===== src/rtl/pba_pkg.sv =====
package pba_pkg;
  typedef enum logic [2:0] {
    OP_NOP      = 3'd0,
    OP_ALLOC    = 3'd1,
    OP_RESET    = 3'd2,
    OP_RXPOP    = 3'd3,
    OP_RXPOPREL = 3'd4,
    OP_RELEASE  = 3'd5,
    OP_ENQUEUE  = 3'd6,
    OP_DONEPOP  = 3'd7
  } host_op_e;
endpackage


===== src/rtl/pn_fifo.sv =====
module pn_fifo #(
  parameter int DEPTH = 4,
  parameter int W     = 2
) (
  input  logic         clk,
  input  logic         rst_n,
  input  logic         clr,
  input  logic         push,
  input  logic         pop,
  input  logic [W-1:0] din,
  output logic [W-1:0] dout,
  output logic         empty,
  output logic         full,
  output logic         single
);
  localparam int AW = (DEPTH > 1) ? $clog2(DEPTH) : 1;
  localparam int CW = AW + 1;

  logic [W-1:0]  mem_q [DEPTH];
  logic [AW-1:0] rd_q, rd_d, wr_q, wr_d;
  logic [CW-1:0] cnt_q, cnt_d;
  logic          do_pop, do_push;

  assign empty  = (cnt_q == '0);
  assign full   = (cnt_q == CW'(DEPTH));
  assign single = (cnt_q == CW'(1));
  assign dout   = mem_q[rd_q];

  always_comb begin
    do_pop  = pop & ~empty;
    do_push = push & (~full | do_pop);
    rd_d    = rd_q;
    wr_d    = wr_q;
    cnt_d   = cnt_q;
    if (clr) begin
      rd_d  = '0;
      wr_d  = '0;
      cnt_d = '0;
    end else begin
      if (do_pop)  rd_d = rd_q + 1'b1;
      if (do_push) wr_d = wr_q + 1'b1;
      cnt_d = cnt_q + CW'(do_push) - CW'(do_pop);
    end
  end

  always_ff @(posedge clk or negedge rst_n) begin
    if (!rst_n) begin
      rd_q  <= '0;
      wr_q  <= '0;
      cnt_q <= '0;
    end else begin
      rd_q  <= rd_d;
      wr_q  <= wr_d;
      cnt_q <= cnt_d;
    end
  end

  always_ff @(posedge clk) begin
    if (!clr && do_push) mem_q[wr_q] <= din;
  end

  // a push into a full queue without a pop changes nothing visible
  a_r8_full_hold: assert property (@(posedge clk) disable iff (!rst_n)
    (full && push && !pop && !clr) |=> (full && $stable(dout)));

  // popping an empty queue leaves it empty
  a_r8_empty_pop: assert property (@(posedge clk) disable iff (!rst_n)
    (empty && pop && !push) |=> empty);
endmodule


===== src/rtl/page_pool.sv =====
module page_pool #(
  parameter int NPAGE = 4,
  parameter int PN_W  = 2,
  parameter int CNT_W = 3
) (
  input  logic             clk,
  input  logic             rst_n,
  input  logic             clr,
  input  logic             host_req,
  input  logic             rx_req,
  input  logic [CNT_W-1:0] rsv,
  input  logic [NPAGE-1:0] free_mask,
  output logic             host_gnt,
  output logic [PN_W-1:0]  host_pn,
  output logic             rx_gnt,
  output logic [PN_W-1:0]  rx_pn,
  output logic [CNT_W-1:0] free_cnt
);
  logic [NPAGE-1:0] used_q, used_d, host_mask, rx_mask;
  logic             host_hit, rx_hit;
  logic [CNT_W-1:0] avail;

  always_comb begin
    host_hit = 1'b0;
    host_pn  = '0;
    rx_hit   = 1'b0;
    rx_pn    = '0;
    free_cnt = '0;
    for (int i = NPAGE - 1; i >= 0; i--) begin
      if (!used_q[i]) begin
        host_hit = 1'b1;
        host_pn  = PN_W'(i);
      end
    end
    for (int i = 0; i < NPAGE; i++) free_cnt = free_cnt + CNT_W'(!used_q[i]);
    host_gnt = host_req & ~clr & host_hit;
    for (int i = NPAGE - 1; i >= 0; i--) begin
      if (!used_q[i] && !(host_gnt && host_pn == PN_W'(i))) begin
        rx_hit = 1'b1;
        rx_pn  = PN_W'(i);
      end
    end
    avail  = free_cnt - CNT_W'(host_gnt);
    rx_gnt = rx_req & ~clr & rx_hit & (avail > rsv);
    host_mask = '0;
    rx_mask   = '0;
    host_mask[host_pn] = host_gnt;
    rx_mask[rx_pn]     = rx_gnt;
    used_d = clr ? '0 : ((used_q & ~free_mask) | host_mask | rx_mask);
  end

  always_ff @(posedge clk or negedge rst_n) begin
    if (!rst_n) used_q <= '0;
    else        used_q <= used_d;
  end

  // a receive grant never eats into the reserve it was checked against
  a_r6_reserve_kept: assert property (@(posedge clk) disable iff (!rst_n)
    rx_gnt |=> (free_cnt >= $past(rsv)));

  // host and receive never receive the same page in one cycle
  a_r3_distinct_pages: assert property (@(posedge clk) disable iff (!rst_n)
    !(host_gnt && rx_gnt && (host_pn == rx_pn)));
endmodule


===== src/rtl/pkt_page_alloc.sv =====
module pkt_page_alloc
  import pba_pkg::*;
#(
  parameter int NPAGE = 4,
  parameter int PN_W  = (NPAGE > 1) ? $clog2(NPAGE) : 1,
  parameter int CNT_W = $clog2(NPAGE + 1)
) (
  input  logic             clk,
  input  logic             rst_n,
  input  logic             cmd_valid,
  input  logic [2:0]       cmd_op,
  input  logic             pnr_we,
  input  logic [PN_W-1:0]  pnr_wdata,
  input  logic [CNT_W-1:0] rsv_pages,
  input  logic             auto_rel,
  input  logic             rx_req,
  input  logic             tx_done,
  output logic             busy,
  output logic [PN_W-1:0]  pnr_val,
  output logic [PN_W-1:0]  alloc_pnum,
  output logic             alloc_pend,
  output logic             int_alloc,
  output logic             int_rx,
  output logic             int_txe,
  output logic             rx_ack,
  output logic             rx_ok,
  output logic [PN_W-1:0]  rx_pnum,
  output logic             tx_empty,
  output logic [PN_W-1:0]  tx_head,
  output logic             done_empty,
  output logic [PN_W-1:0]  done_head,
  output logic             rx_empty,
  output logic [PN_W-1:0]  rx_head,
  output logic [CNT_W-1:0] mem_total,
  output logic [CNT_W-1:0] mem_free
);
  localparam logic [CNT_W-1:0] TOTAL = CNT_W'(NPAGE);

  host_op_e         cmd_q, cmd_d, exec_op;
  logic             busy_q, busy_d, pend_q, pend_d, ialloc_q, ialloc_d, txe_q, txe_d;
  logic [PN_W-1:0]  pnr_q, pnr_d, apn_q, apn_d, rxpn_q;
  logic             rxack_q, rxok_q;
  logic             is_clr, host_req, host_gnt, rx_gnt;
  logic [PN_W-1:0]  host_pn, rx_pn;
  logic [NPAGE-1:0] free_mask;
  logic             tx_full, tx_single, done_full, done_single, rx_full, rx_single;
  logic             rx_pop;

  assign exec_op  = busy_q ? cmd_q : OP_NOP;
  assign is_clr   = (exec_op == OP_RESET);
  assign host_req = pend_q | (exec_op == OP_ALLOC);
  assign rx_pop   = (exec_op == OP_RXPOP) | (exec_op == OP_RXPOPREL);

  always_comb begin
    for (int i = 0; i < NPAGE; i++) begin
      free_mask[i] = ((exec_op == OP_RELEASE) && (pnr_q == PN_W'(i)))
                   | ((exec_op == OP_RXPOPREL) && !rx_empty && (rx_head == PN_W'(i)))
                   | (tx_done && auto_rel && !tx_empty && (tx_head == PN_W'(i)));
    end
  end

  page_pool #(.NPAGE(NPAGE), .PN_W(PN_W), .CNT_W(CNT_W)) u_pool (
    .clk(clk), .rst_n(rst_n), .clr(is_clr), .host_req(host_req), .rx_req(rx_req),
    .rsv(rsv_pages), .free_mask(free_mask), .host_gnt(host_gnt), .host_pn(host_pn),
    .rx_gnt(rx_gnt), .rx_pn(rx_pn), .free_cnt(mem_free)
  );

  pn_fifo #(.DEPTH(NPAGE), .W(PN_W)) u_txq (
    .clk(clk), .rst_n(rst_n), .clr(is_clr), .push(exec_op == OP_ENQUEUE), .pop(tx_done),
    .din(pnr_q), .dout(tx_head), .empty(tx_empty), .full(tx_full), .single(tx_single)
  );

  pn_fifo #(.DEPTH(NPAGE), .W(PN_W)) u_doneq (
    .clk(clk), .rst_n(rst_n), .clr(is_clr), .push(tx_done & ~tx_empty),
    .pop(exec_op == OP_DONEPOP), .din(tx_head), .dout(done_head), .empty(done_empty),
    .full(done_full), .single(done_single)
  );

  pn_fifo #(.DEPTH(NPAGE), .W(PN_W)) u_rxq (
    .clk(clk), .rst_n(rst_n), .clr(is_clr), .push(rx_gnt), .pop(rx_pop),
    .din(rx_pn), .dout(rx_head), .empty(rx_empty), .full(rx_full), .single(rx_single)
  );

  always_comb begin
    busy_d   = ~busy_q & cmd_valid;
    cmd_d    = (~busy_q & cmd_valid) ? host_op_e'(cmd_op) : cmd_q;
    pend_d   = is_clr ? 1'b0 : (host_req & ~host_gnt);
    apn_d    = host_gnt ? host_pn : apn_q;
    ialloc_d = ialloc_q;
    if (is_clr)                      ialloc_d = 1'b0;
    else if (host_gnt)               ialloc_d = 1'b1;
    else if (exec_op == OP_ALLOC)    ialloc_d = 1'b0;
    txe_d = txe_q;
    if (is_clr)                                           txe_d = 1'b0;
    else if (tx_done && tx_single && exec_op != OP_ENQUEUE) txe_d = 1'b1;
    else if (exec_op == OP_ENQUEUE)                       txe_d = 1'b0;
    pnr_d = is_clr ? '0 : (pnr_we ? pnr_wdata : pnr_q);
  end

  always_ff @(posedge clk or negedge rst_n) begin
    if (!rst_n) begin
      busy_q   <= 1'b0;
      cmd_q    <= OP_NOP;
      pend_q   <= 1'b0;
      apn_q    <= '0;
      ialloc_q <= 1'b0;
      txe_q    <= 1'b0;
      pnr_q    <= '0;
      rxack_q  <= 1'b0;
      rxok_q   <= 1'b0;
      rxpn_q   <= '0;
    end else begin
      busy_q   <= busy_d;
      cmd_q    <= cmd_d;
      pend_q   <= pend_d;
      apn_q    <= apn_d;
      ialloc_q <= ialloc_d;
      txe_q    <= txe_d;
      pnr_q    <= pnr_d;
      rxack_q  <= rx_req;
      rxok_q   <= rx_gnt;
      rxpn_q   <= rx_pn;
    end
  end

  assign busy       = busy_q;
  assign pnr_val    = pnr_q;
  assign alloc_pnum = apn_q;
  assign alloc_pend = pend_q;
  assign int_alloc  = ialloc_q;
  assign int_txe    = txe_q;
  assign int_rx     = ~rx_empty;
  assign rx_ack     = rxack_q;
  assign rx_ok      = rxok_q;
  assign rx_pnum    = rxpn_q;
  assign mem_total  = TOTAL;

  // busy never lasts more than one cycle
  a_r2_busy_one: assert property (@(posedge clk) disable iff (!rst_n)
    busy |=> !busy);

  // an offered command while idle is taken
  a_r2_accept: assert property (@(posedge clk) disable iff (!rst_n)
    (cmd_valid && !busy) |=> busy);

  // a waiting allocation resolves once a page is free
  a_r4_pend_resolves: assert property (@(posedge clk) disable iff (!rst_n)
    (alloc_pend && mem_free != '0) |=> !alloc_pend);

  // a granted receive leaves a pending receive interrupt
  a_r7_rx_visible: assert property (@(posedge clk) disable iff (!rst_n)
    (rx_ack && rx_ok) |-> int_rx);

  // after the reset command every page is free
  a_r11_all_free: assert property (@(posedge clk) disable iff (!rst_n)
    (busy && cmd_q == OP_RESET) |=> (mem_free == TOTAL && pnr_val == '0));
endmodule


===== config.mk =====
export PLATFORM = sky130hd
export DESIGN_NAME = pkt_page_alloc
export DESIGN_NICKNAME = d
export VERILOG_FILES = /design/src/rtl/pba_pkg.sv /design/src/rtl/pn_fifo.sv /design/src/rtl/page_pool.sv /design/src/rtl/pkt_page_alloc.sv
export SDC_FILE = /design/constraint.sdc
export NUM_CORES = 1
export LEC_CHECK = 0
export BUFFER_PORTS_ARGS = -buffer_cell sky130_fd_sc_hd__buf_2
export CAP_MARGIN = 10
export CORE_MARGIN = 4
export CORE_UTILIZATION = 53
export CTS_CLUSTER_SIZE = 24
export DETAILED_ROUTE_END_ITERATION = 10
export PLACE_DENSITY = 0.72
export SLEW_MARGIN = 20
export SYNTH_ARGS = -nofsm -noshare
export SYNTH_HDL_FRONTEND = slang
export SYNTH_HIERARCHICAL = 1
export SYNTH_SLANG_ARGS = --single-unit

===== constraint.sdc =====
create_clock -name clk -period 4.3 [get_ports clk]
set_input_delay 0.43 -clock clk [delete_from_list [all_inputs] [get_ports clk]]
set_output_delay 0.43 -clock clk [all_outputs]
set_load 0.02 [all_outputs]

==> insert_results.sql, run 1 <==
INSERT INTO impl_metrics (metric_group, metric, value, unit) VALUES
('outcome', 'run_status', 'completed', ''),
('setup_path', 'cell_type_with_the_highest_occurrence_count_on_the_critical_path', 'ha_1', ''),
('detailed_routing', 'drt_first_pass_iters', '4', ''),
('timing', 'rsz0062_at_grt', 'no', ''),
('floorplanning', 'chipWidth', '91', 'um'),
('detailed_routing', 'route.detailed.drc', '0', ''),
('layout', 'finish.net_count', '394', ''),
('grt', 'antenna_violations_before_repair', '0', ''),
('grt', 'via_count_of_the_first_global_routing_pass', '2372', ''),
('layout', 'multiInputGateArea', '1750', 'um^2'),
('setup_path', 'cp_cell_sequence', 'clkinv_2 -> fa_1 -> ha_1 -> ha_1 -> inv_1 -> ha_1 -> xor2_1 -> ha_1 -> nand3_1 -> nand3b_1 -> a21oi_2 -> o221a_1 -> nor2b_2 -> a21o_1 -> ha_1 -> inv_1 -> fa_1 -> xnor2_1 -> nor2_1', ''),
('timing', 'finalSetupTns', '0', 'ns'),
('timing', 'finalWorstPathRequiredPeriod', '3.98', 'ns'),
('power', 'sw_frac_of_total', '41.6', '%'),
('logic_synthesis', 'syn_avg_cell_area', '11.8', 'um^2'),
('floorplanning', 'die_h', '91', 'um'),
('detailed_routing', 'route.detailed.wl_per_inst', '15.3', 'um'),
('grt', 'grt_max_degree', '41', ''),
('floorplanning', 'initial_core_util', '55.9', '%'),
('cts', 'numCtsBuffers', '9', ''),
('floorplanning', 'fp-row-count', '29', ''),
('power', 'sw_power', '1.26', 'mW'),
('cts', 'clock_buffer_depth', '2', ''),
('setup_path', 'cp_slowest_stage_delay', '0.45', 'ns'),
('power', 'power_report.internal_total', '1.77', 'mW'),
('setup_path', 'startpoint_type', 'flop', ''),
('detailed_routing', 'detail-route-antenna-nets', '0', ''),
('floorplanning', 'pin_count', '43', ''),
('flow_run', 'maxCapViolCount', '0', ''),
('logic_synthesis', 'synthesis.area', '3650', 'um^2'),
('timing', 'finalCritPeriodShare', '92.6', '%'),
('setup_path', 'path_buf_inv', '3', ''),
('logic_synthesis', 'ys.warnings.count', '6', ''),
('timing', 'fmax', '251', 'MHz'),
('power', 'power', '3.03', 'mW'),
('placed_design', 'buffer_ports.inserted', '39', ''),
('detailed_routing', 'post_drt_via_cell_ratio', '5.47', ''),
('timing', 'finalHoldViolations', '0', ''),
('cts', 'clk_latency', '0.34', 'ns'),
('power', 'pwr_density_cell', '741', 'nW/um^2'),
('timing', 'finalSetupViolations', '0', ''),
('placed_design', 'hpwlAfterDp', '4780', 'um'),
('grt', 'grt_pass1_wl', '11300', 'um'),
('timing', 'final_max_slew_viols', '0', ''),
('layout', 'drive_above_1_share', '25.7', '%'),
('detailed_routing', 'vias_after_detailed_routing', '2379', ''),
('detailed_routing', 'drtIter0Drc', '62', ''),
('power', 'share_seq_of_total_power', '36.0', '%'),
('timing', 'max_slew_headroom', '38.0', '%'),
('setup_path', 'path_class', 'flop to flop', ''),
('timing', 'worstMarginPinSlew', '0.930', 'ns'),
('setup_path', 'worst-path-max-fanout', '7', ''),
('cts', 'numClockSinks', '64', ''),
('power', 'clockPowerShare', '14.8', '%'),
('layout', 'layout.filler_cells', '521', ''),
('power', 'p_leak', '1.84', 'nW'),
('layout', 'n_antenna_cell', '0', ''),
('timing', 'clock-skew-final', '0.00828', 'ns'),
('logic_synthesis', 'synthesis.instances', '309', ''),
('layout', 'area.growth.synth_to_final', '11.9', '%'),
('grt', 'globalRouteTotalUtil', '17.2', '%'),
('setup_path', 'critical_path_required', '4.52', 'ns'),
('layout', 'layout.core_utilization', '62.5', '%'),
('floorplanning', 'floorplan.core_area', '6530', 'um^2'),
('hold_path', 'worstHoldPathType', 'input port to flop', ''),
('power', 'power_frac_comb', '49.2', '%'),
('setup_path', 'critPathSlowestCell', 'fa_1', ''),
('grt', 'grt.overflow.total', '0', ''),
('detailed_routing', 'route.final.wire_length', '6650', 'um'),
('setup_path', 'crit_path_end_kind', 'flop', ''),
('cts', 'h_tree_levels', '3', ''),
('cts', 'cts-hold-fix-buffers', '0', ''),
('cts', 'cell_at_the_root_of_the_clock_tree', 'clkbuf_8', ''),
('cts', 'cts_tree', 'built', ''),
('setup_path', 'cp.arrival', '4.21', 'ns'),
('layout', 'ff_latch_area', '1720', 'um^2'),
('setup_path', 'critPathTopFamily', 'adder cells', ''),
('power', 'worst_ir_drop_vdd', '0.000634', 'V'),
('cts', 'cts.reportedPaths.clkPinSlew', '0.07', 'ns'),
('floorplanning', 'die_area', '8280', 'um^2'),
('placed_design', 'place_congestion', '0.806', '');
through the flow:
step / cells / worst slack (ns) / instance area, um^2 / hold WS [ns]
floorplan: 310 / 0.00631 / 3650 / 0.134
global placement: 419 / 0.371 / 3920 / 0.493
detailed placement: 419 / 0.255 / 3920 / 0.496
CTS: 435 / 0.231 / 4080 / 0.215
global route: 435 / 0.0448 / 4080 / 0.215
finish: 435 / 0.317 / 4080 / 0.220
sequential cells by signal, indices dropped and copies added (netlist names), 3 cells and up:
signal         count
u_txq/mem_q        8
u_doneq/mem_q      8
u_doneq/cnt_q      3
u_txq/cnt_q        3
u_pool/used_q      4
u_rxq/mem_q        8
cmd_q              3
u_rxq/cnt_q        3
power groups by stage:
stage	clock, mW	sequential [mW]	combinational [mW]
global route	0.489	1.12	1.68
floorplan	0	1.08	1.16
CTS	0.460	1.09	1.50
finish	0.449	1.09	1.49
global placement	0	1.09	1.46
detailed placement	0	1.10	1.49
cells in the final DEF, fill, tap and decap left out, drive strengths merged, types with 4 or more instances in the layout:
master   n
edfxtp  24
nor3     7
nor2    29
clkinv   4
nor4b    4
nand2    9
clkbuf  13
a21oi   11
ha      22
nand2b   9
nor2b   12
buf     47
o21ai    5
a21o     4
inv     21
and2    12
nor3b    6
mux4     6
fa       4
xnor2    4
xor2    10
dfrtp   40
mux2     8
mux2i    7
repair_timing:
action / CTS / global route
gates resized for setup: 0 / 1
setup buffers: 0 / 0
setup endpoints to repair: 0 / 1
hold endpoints to repair: 0 / 0
area by class of cell:
cell class	instances	area share [%]
multi-input combinational	208	42.9
sequential	64	42.2
timing repair buffer	47	6.25
clock buffer	13	3.65
tap	77	2.36
inverter	23	2.27
clock inverter	3	0.429
layer usage:
metal / global-route usage [%] / routed length, um / up-vias
li1: - / - / 1176
met1: 22.0 / 3030 / 1142
met2: 27.5 / 3210 / 46
met3: 3.97 / 268 / 15
met4: 9.17 / 145 / 0
met5: 0 / 0 / -
worst reg2reg max path, stage by stage (launching register included):
cell,delay (ns)
dfrtp_2,0.42
clkinv_2,0.11
fa_1,0.45
ha_1,0.20
ha_1,0.30
inv_1,0.05
ha_1,0.20
xor2_1,0.16
ha_1,0.29
nand3_1,0.09
nand3b_1,0.09
a21oi_2,0.13
o221a_1,0.25
nor2b_2,0.24
a21o_1,0.14
ha_1,0.13
inv_1,0.04
fa_1,0.37
xnor2_1,0.16
nor2_1,0.05
worst paths after layout:
kind | from | end | slack (ns) | depth (start not counted)
max in group asynchronous | rst_n | u_pool/used_q[3] | 3.43 | 1
worst min register to register | alloc_pnum[1] | alloc_pnum[1] | 0.51 | 1
min in group asynchronous | rst_n | u_doneq/cnt_q[1] | 0.23 | 1
worst min-delay path | rx_req | rx_ack | 0.22 | 1
worst max register to register | u_pool/used_q[3] | u_rxq/cnt_q[2] | 0.32 | 19
worst max-delay path | u_pool/used_q[3] | u_rxq/cnt_q[2] | 0.32 | 19
(Power assumes the default switching activity.)
==> run 2, diff against run 1 <==
MAX_ROUTING_LAYER = met4   (was unset)
==> run 2 against run 1 <==
Sequential share of layout area stayed put. Register-to-register slack barely moved. Combinational power about the same. Die area is the same. Wire length about the same. Fmax barely moved. Design area is the same. Hold slack got worse by 0.0017 ns. Largest power group unchanged. Global-route usage up 0.53 points. Clock skew hardly changed. Flip-flop and latch count is the same. Final cell count did not move.
==> insert_results.sql, run 2 (synthesized netlist as in run 1, its figures left out) <==
INSERT INTO impl_metrics (metric_group, metric, value, unit) VALUES
('setup_path', 'startpoint_type', 'flop', ''),
('layout', 'drive_above_1_share', '25.7', '%'),
('power', 'power_frac_comb', '49.2', '%'),
('floorplanning', 'die_area', '8280', 'um^2'),
('placed_design', 'placed_cells', '419', ''),
('layout', 'layout_common_cells', '39 x dfrtp_1, 39 x buf_2, 29 x nor2_1, 24 x edfxtp_1, 22 x ha_1', ''),
('layout', 'layoutNonFillerInstCount', '435', ''),
('placed_design', 'placed_instance_area', '3920', 'um^2'),
('power', 'share_seq_of_total_power', '36.0', '%'),
('cts', 'cts-resized-gates', '0', ''),
('flow_run', 'maxCapViolCount', '0', ''),
('grt', 'globalRouteTotalUtil', '17.8', '%'),
('power', 'pwr_density_cell', '741', 'nW/um^2'),
('timing', 'max_slew_headroom', '37.9', '%'),
('cts', 'cts.reportedPaths.clkPinSlew', '0.07', 'ns'),
('timing', 'fmax', '251', 'MHz'),
('cts', 'cts-hold-fix-buffers', '0', ''),
('layout', 'fin_area', '4080', 'um^2'),
('grt', 'grt.overflow.total', '0', ''),
('floorplanning', 'initial_core_util', '55.9', '%'),
('placed_design', 'buffer_ports.inserted', '39', ''),
('grt', 'via_count_of_the_first_global_routing_pass', '2372', ''),
('layout', 'biggestRegsByFlops', 'u_doneq/mem_q: 8 flops, u_rxq/mem_q: 8 flops, u_txq/mem_q: 8 flops', ''),
('timing', 'finalSetupViolations', '0', ''),
('grt', 'grt_pass1_wl', '11300', 'um'),
('setup_path', 'path_class', 'flop to flop', ''),
('cts', 'numClockSinks', '64', ''),
('layout', 'n_antenna_cell', '0', ''),
('power', 'sw_frac_of_total', '41.6', '%'),
('hold_path', 'worstHoldPathType', 'input port to flop', ''),
('floorplanning', 'chipWidth', '91', 'um'),
('setup_path', 'worst-path-max-fanout', '7', ''),
('cts', 'clock_buffer_depth', '2', ''),
('timing', 'finalSetupTns', '0', 'ns'),
('cts', 'cts_tree', 'built', ''),
('layout', 'finish.net_count', '394', ''),
('timing', 'finalHoldViolations', '0', ''),
('detailed_routing', 'route.final.wire_length', '6660', 'um'),
('grt', 'antenna_violations_before_repair', '0', ''),
('detailed_routing', 'detail-route-antenna-nets', '0', ''),
('outcome', 'run_status', 'completed', ''),
('detailed_routing', 'route.detailed.wl_per_inst', '15.3', 'um'),
('setup_path', 'critical_path_required', '4.53', 'ns'),
('timing', 'rsz0062_at_grt', 'no', ''),
('setup_path', 'cp.arrival', '4.21', 'ns'),
('power', 'p_leak', '1.84', 'nW'),
('floorplanning', 'fp-row-count', '29', ''),
('detailed_routing', 'drt_first_pass_iters', '4', ''),
('cts', 'numCtsBuffers', '9', ''),
('timing', 'finalCritPeriodShare', '92.7', '%'),
('placed_design', 'hpwlAfterDp', '4780', 'um'),
('timing', 'worstMarginPinSlew', '0.931', 'ns'),
('power', 'power', '3.03', 'mW'),
('detailed_routing', 'vias_after_detailed_routing', '2373', ''),
('detailed_routing', 'drtIter0Drc', '62', ''),
('cts', 'cell_at_the_root_of_the_clock_tree', 'clkbuf_8', ''),
('power', 'clockPowerShare', '14.8', '%'),
('timing', 'clock-skew-final', '0.00860', 'ns'),
('power', 'power_report.internal_total', '1.77', 'mW'),
('setup_path', 'crit_path_end_kind', 'flop', ''),
('grt', 'grt_max_degree', '41', ''),
('cts', 'clk_latency', '0.35', 'ns'),
('cts', 'post-cts-setup-buffer-count', '0', ''),
('power', 'sw_power', '1.26', 'mW'),
('detailed_routing', 'route.detailed.drc', '0', ''),
('layout', 'area.growth.synth_to_final', '11.9', '%'),
('timing', 'final_max_slew_viols', '0', ''),
('detailed_routing', 'post_drt_via_cell_ratio', '5.46', ''),
('placed_design', 'place_congestion', '0.818', ''),
('floorplanning', 'die_h', '91', 'um'),
('timing', 'finalWorstPathRequiredPeriod', '3.99', 'ns'),
('cts', 'h_tree_levels', '3', ''),
('floorplanning', 'pin_count', '43', ''),
('floorplanning', 'floorplan.core_area', '6530', 'um^2'),
('power', 'worst_ir_drop_vdd', '0.000632', 'V');
[run 2: cell counts in the layout (fill, tap and decap cells not counted)]
No cell type changed its count.
[run 2: critical path, cell delays in order, from the launching register on]
cell	delay, ns
dfrtp_2	0.43
clkinv_2	0.11
fa_1	0.45
ha_1	0.20
ha_1	0.30
inv_1	0.05
ha_1	0.20
xor2_1	0.16
ha_1	0.29
nand3_1	0.09
nand3b_1	0.09
a21oi_2	0.13
o221a_1	0.25
nor2b_2	0.24
a21o_1	0.14
ha_1	0.13
inv_1	0.04
fa_1	0.37
xnor2_1	0.16
nor2_1	0.05
[run 2: path summary, 6_finish.rpt]
path | to | slack, ns | start | cells after the start
min in group asynchronous | u_doneq/cnt_q[1] | 0.23 | rst_n | 1
max reg2reg | u_rxq/cnt_q[2] | 0.31 | u_pool/used_q[3] | 19
min reg2reg | alloc_pnum[1] | 0.51 | alloc_pnum[1] | 1
max | u_rxq/cnt_q[2] | 0.31 | u_pool/used_q[3] | 19
max in group asynchronous | u_pool/used_q[3] | 3.43 | rst_n | 1
min | rx_ack | 0.22 | rx_req | 1
[run 2: area by class of cell]
cell class                      instances  area [um^2]
Fill cell                             521         2450
Multi-Input combinational cell        208         1750
Sequential cell                        64         1720
Timing Repair Buffer                   47          255
Clock buffer                           13          149
Tap cell                               77         96.3
Inverter                               23         92.6
Clock inverter                          3         17.5
[run 2: metal layers]
layer | track usage (%) | vias to the layer above | share of wire, %
li1 | - | 1173 | -
met1 | 22.2 | 1146 | 46
met2 | 27.5 | 41 | 48
met3 | 3.64 | 13 | 3.7
met4 | 9.17 | 0 | 2.2
met5 | - | - | 0
[run 2: power by group through the flow]
stage                     clock network, mW  registers [mW]  logic (mW)
after global placement                    0            1.09        1.46
after CTS                             0.460            1.09        1.50
after floorplan                           0            1.08        1.16
final                                 0.449            1.09        1.49
after detailed placement                  0            1.10        1.49
after global routing                  0.489            1.12        1.68
[run 2: per-stage QoR]
step | utilization [%] | worst slack, ns | hold WS [ns]
after floorplan | - | 0.00631 | 0.134
after global placement | 60.0 | 0.371 | 0.493
after detailed placement | 60.0 | 0.255 | 0.496
after CTS | 62.5 | 0.231 | 0.215
after global routing | 62.5 | 0.0448 | 0.215
final | 62.5 | 0.315 | 0.218
==> run 3, diff against run 2 <==
ABC_AREA = 1   (was unset)
CTS_CLUSTER_DIAMETER = 100   (was unset)
==> run 3 against run 2 <==
Hold slack better by 0.0038 ns. Power is 11% higher. Flip-flop and latch count stayed put. Wire length is 5.2% higher. Fmax is 2.9% higher. Synthesized cell count is 40% higher. First-iteration DRC count is 150% higher. Final cell count is 34% higher. Worst setup slack better by 0.11 ns. Non-clock buffer count is 7 lower. Sequential power is 4% lower. Critical path type unchanged. Critical endpoint unchanged. Largest cell class is now sequential cells.
==> insert_results.sql, run 3 <==
INSERT INTO impl_metrics (metric_group, metric, value, unit) VALUES
('layout', 'drive_above_1_share', '21.8', '%'),
('setup_path', 'path_buf_inv', '3', ''),
('setup_path', 'cell_type_with_the_highest_occurrence_count_on_the_critical_path', 'ha_1', ''),
('layout', 'finish.net_count', '523', ''),
('power', 'pwr_density_cell', '787', 'nW/um^2'),
('floorplanning', 'pin_count', '43', ''),
('detailed_routing', 'drt_first_pass_iters', '4', ''),
('cts', 'cts-hold-fix-buffers', '0', ''),
('cts', 'clock_buffer_depth', '2', ''),
('floorplanning', 'die_area', '8530', 'um^2'),
('logic_synthesis', 'synthesis.area', '3770', 'um^2'),
('power', 'worst_ir_drop_vdd', '0.000826', 'V'),
('hold_path', 'holdCritStartpoint', 'rx_req', ''),
('layout', 'final_common_cell', 'inv_1', ''),
('setup_path', 'cp_cell_sequence', 'inv_1 -> fa_1 -> ha_1 -> ha_1 -> inv_1 -> ha_1 -> xor2_1 -> ha_1 -> nand2_1 -> nor2_1 -> nor2_1 -> nor2_2 -> nand2_2 -> nand2_2 -> nand3_2 -> o21ai_1 -> ha_1 -> inv_1 -> fa_1 -> a21oi_1 -> nor2_1', ''),
('power', 'p_leak', '2.15', 'nW'),
('detailed_routing', 'vias_after_detailed_routing', '2864', ''),
('floorplanning', 'initial_core_util', '54.9', '%'),
('timing', 'final_max_slew_viols', '0', ''),
('cts', 'numClockSinks', '64', ''),
('floorplanning', 'fp-row-count', '30', ''),
('placed_design', 'buffer_ports.inserted', '39', ''),
('outcome', 'run_status', 'completed', ''),
('cts', 'clk_latency', '0.33', 'ns'),
('grt', 'grt.overflow.total', '0', ''),
('timing', 'hold_slack', '0.222', 'ns'),
('detailed_routing', 'drtIter0Drc', '154', ''),
('setup_path', 'reg2reg_to', 'u_rxq/cnt_q[2]', ''),
('cts', 'post-cts-setup-buffer-count', '0', ''),
('timing', 'clock-skew-final', '0.00545', 'ns'),
('setup_path', 'cp_slowest_stage_delay', '0.46', 'ns'),
('placed_design', 'place_congestion', '0.803', ''),
('cts', 'cts_tree', 'built', ''),
('hold_path', 'timing.hold.worst_endpoint', 'rx_ack', ''),
('floorplanning', 'floorplan.core_area', '6870', 'um^2'),
('grt', 'globalRouteTotalUtil', '18.3', '%'),
('cts', 'numCtsBuffers', '9', ''),
('grt', 'grt_max_degree', '41', ''),
('grt', 'via_count_of_the_first_global_routing_pass', '2669', ''),
('setup_path', 'cp.arrival', '4.10', 'ns'),
('detailed_routing', 'route.final.wire_length', '7000', 'um'),
('placed_design', 'hpwlAfterDp', '5270', 'um'),
('detailed_routing', 'detail-route-antenna-nets', '0', ''),
('timing', 'finalWorstPathRequiredPeriod', '3.87', 'ns'),
('layout', 'fin_area', '4270', 'um^2'),
('logic_synthesis', 'syn_avg_cell_area', '8.69', 'um^2'),
('detailed_routing', 'route.detailed.wl_per_inst', '12.0', 'um'),
('cts', 'cts-resized-gates', '0', ''),
('grt', 'antenna_violations_before_repair', '0', ''),
('setup_path', 'r2r-start', 'u_pool/used_q[1]', ''),
('timing', 'finalSetupViolations', '0', ''),
('detailed_routing', 'route.detailed.drc', '0', ''),
('logic_synthesis', 'synthesis.instances', '434', ''),
('setup_path', 'critical_path_required', '4.53', 'ns'),
('setup_path', 'worst-path-max-fanout', '9', ''),
('timing', 'finalSetupTns', '0', 'ns'),
('layout', 'layout.filler_cells', '597', ''),
('logic_synthesis', 'ys.warnings.count', '6', ''),
('layout', 'layout_common_cells', '74 x inv_1, 58 x nand2_1, 56 x nor2_1, 40 x dfrtp_1, 39 x buf_2', ''),
('cts', 'cts.reportedPaths.clkPinSlew', '0.07', 'ns'),
('setup_path', 'critPathSlowestCell', 'fa_1', ''),
('setup_path', 'startpoint_type', 'flop', ''),
('grt', 'grt_pass1_wl', '12100', 'um'),
('layout', 'area.growth.synth_to_final', '13.2', '%'),
('timing', 'finalHoldViolations', '0', ''),
('layout', 'biggestRegsByFlops', 'u_doneq/mem_q: 8 flops, u_rxq/mem_q: 8 flops, u_txq/mem_q: 8 flops', ''),
('timing', 'rsz0062_at_grt', 'no', ''),
('placed_design', 'placed_instance_area', '4060', 'um^2'),
('floorplanning', 'die_h', '92.4', 'um'),
('timing', 'worstMarginPinSlew', '0.914', 'ns'),
('timing', 'layout_setup_ws', '0.426', 'ns'),
('hold_path', 'worstHoldPathCells', '1', ''),
('timing', 'max_slew_headroom', '39.0', '%'),
('floorplanning', 'chipWidth', '92.4', 'um'),
('cts', 'cell_at_the_root_of_the_clock_tree', 'clkbuf_8', ''),
('placed_design', 'detailedPlace.worstSlack', '0.436', 'ns'),
('detailed_routing', 'post_drt_via_cell_ratio', '4.91', ''),
('setup_path', 'critPathTopFamily', 'adder cells', ''),
('layout', 'n_antenna_cell', '0', ''),
('setup_path', 'path_class', 'flop to flop', ''),
('setup_path', 'slack_of_the_worst_reg_to_reg_path', '0.43', 'ns'),
('timing', 'fmax', '258', 'MHz'),
('power', 'power', '3.36', 'mW'),
('setup_path', 'crit_path_end_kind', 'flop', ''),
('setup_path', 'worst_r2r_path_depth', '21', ''),
('flow_run', 'maxCapViolCount', '0', ''),
('hold_path', 'worstHoldPathType', 'input port to flop', ''),
('cts', 'h_tree_levels', '3', ''),
('timing', 'finalCritPeriodShare', '90.1', '%');
[run 3: report_power, final]
| part | switching (mW) | internal, mW | leakage, nW |
|---|---|---|---|
| sequential | 0.169 | 0.880 | 0.712 |
| combinational | 1.14 | 0.625 | 1.33 |
| clock | 0.222 | 0.324 | 0.102 |
| total | 1.53 | 1.83 | 2.15 |
[run 3: through the flow]
stage | utilization, % | cells
floorplan | - | 435
global placement | 59.2 | 567
detailed placement | 59.2 | 567
CTS | 62.1 | 583
global route | 62.1 | 583
finish | 62.1 | 583
[run 3: final cells by class]
cell class,instances,area [um^2],area share (%)
Sequential cell,64,1720,40.3
Tap cell,96,120,2.81
Clock inverter,4,68.8,1.61
Timing Repair Buffer,40,203,4.75
Inverter,87,342,8.00
Multi-Input combinational cell,280,1680,39.3
Clock buffer,12,135,3.17
[run 3: worst max path at each step]
stage                     startpoint             end  slack, ns  cells after the start
floorplan           u_pool/used_q[0]  u_rxq/cnt_q[2]       0.54                     20
global placement    u_pool/used_q[0]  u_rxq/cnt_q[2]       0.56                     20
detailed placement  u_pool/used_q[1]  u_rxq/cnt_q[2]       0.44                     21
CTS                 u_pool/used_q[1]  u_rxq/cnt_q[2]       0.40                     21
global route        u_pool/used_q[0]  u_rxq/cnt_q[2]       0.11                     21
finish              u_pool/used_q[1]  u_rxq/cnt_q[2]       0.43                     21
[run 3: metal layers]
metal / up-vias / part of all wire, % / global-route usage (%)
met5: - / 0 / -
met4: 0 / 1.1 / 7.05
met3: 10 / 4.0 / 2.84
met2: 54 / 48 / 29.7
met1: 1325 / 47 / 23.3
li1: 1475 / - / -
[run 3: worst register-to-register path, cell delays in order (launching register included)]
cell and delay, ns:
dfrtp_1 0.39, inv_1 0.18, fa_1 0.46, ha_1 0.20
ha_1 0.29, inv_1 0.04, ha_1 0.19, xor2_1 0.16
ha_1 0.31, nand2_1 0.06, nor2_1 0.09, nor2_1 0.05
nor2_2 0.14, nand2_2 0.09, nand2_2 0.18, nand3_2 0.09
o21ai_1 0.08, ha_1 0.15, inv_1 0.05, fa_1 0.38
a21oi_1 0.14, nor2_1 0.06
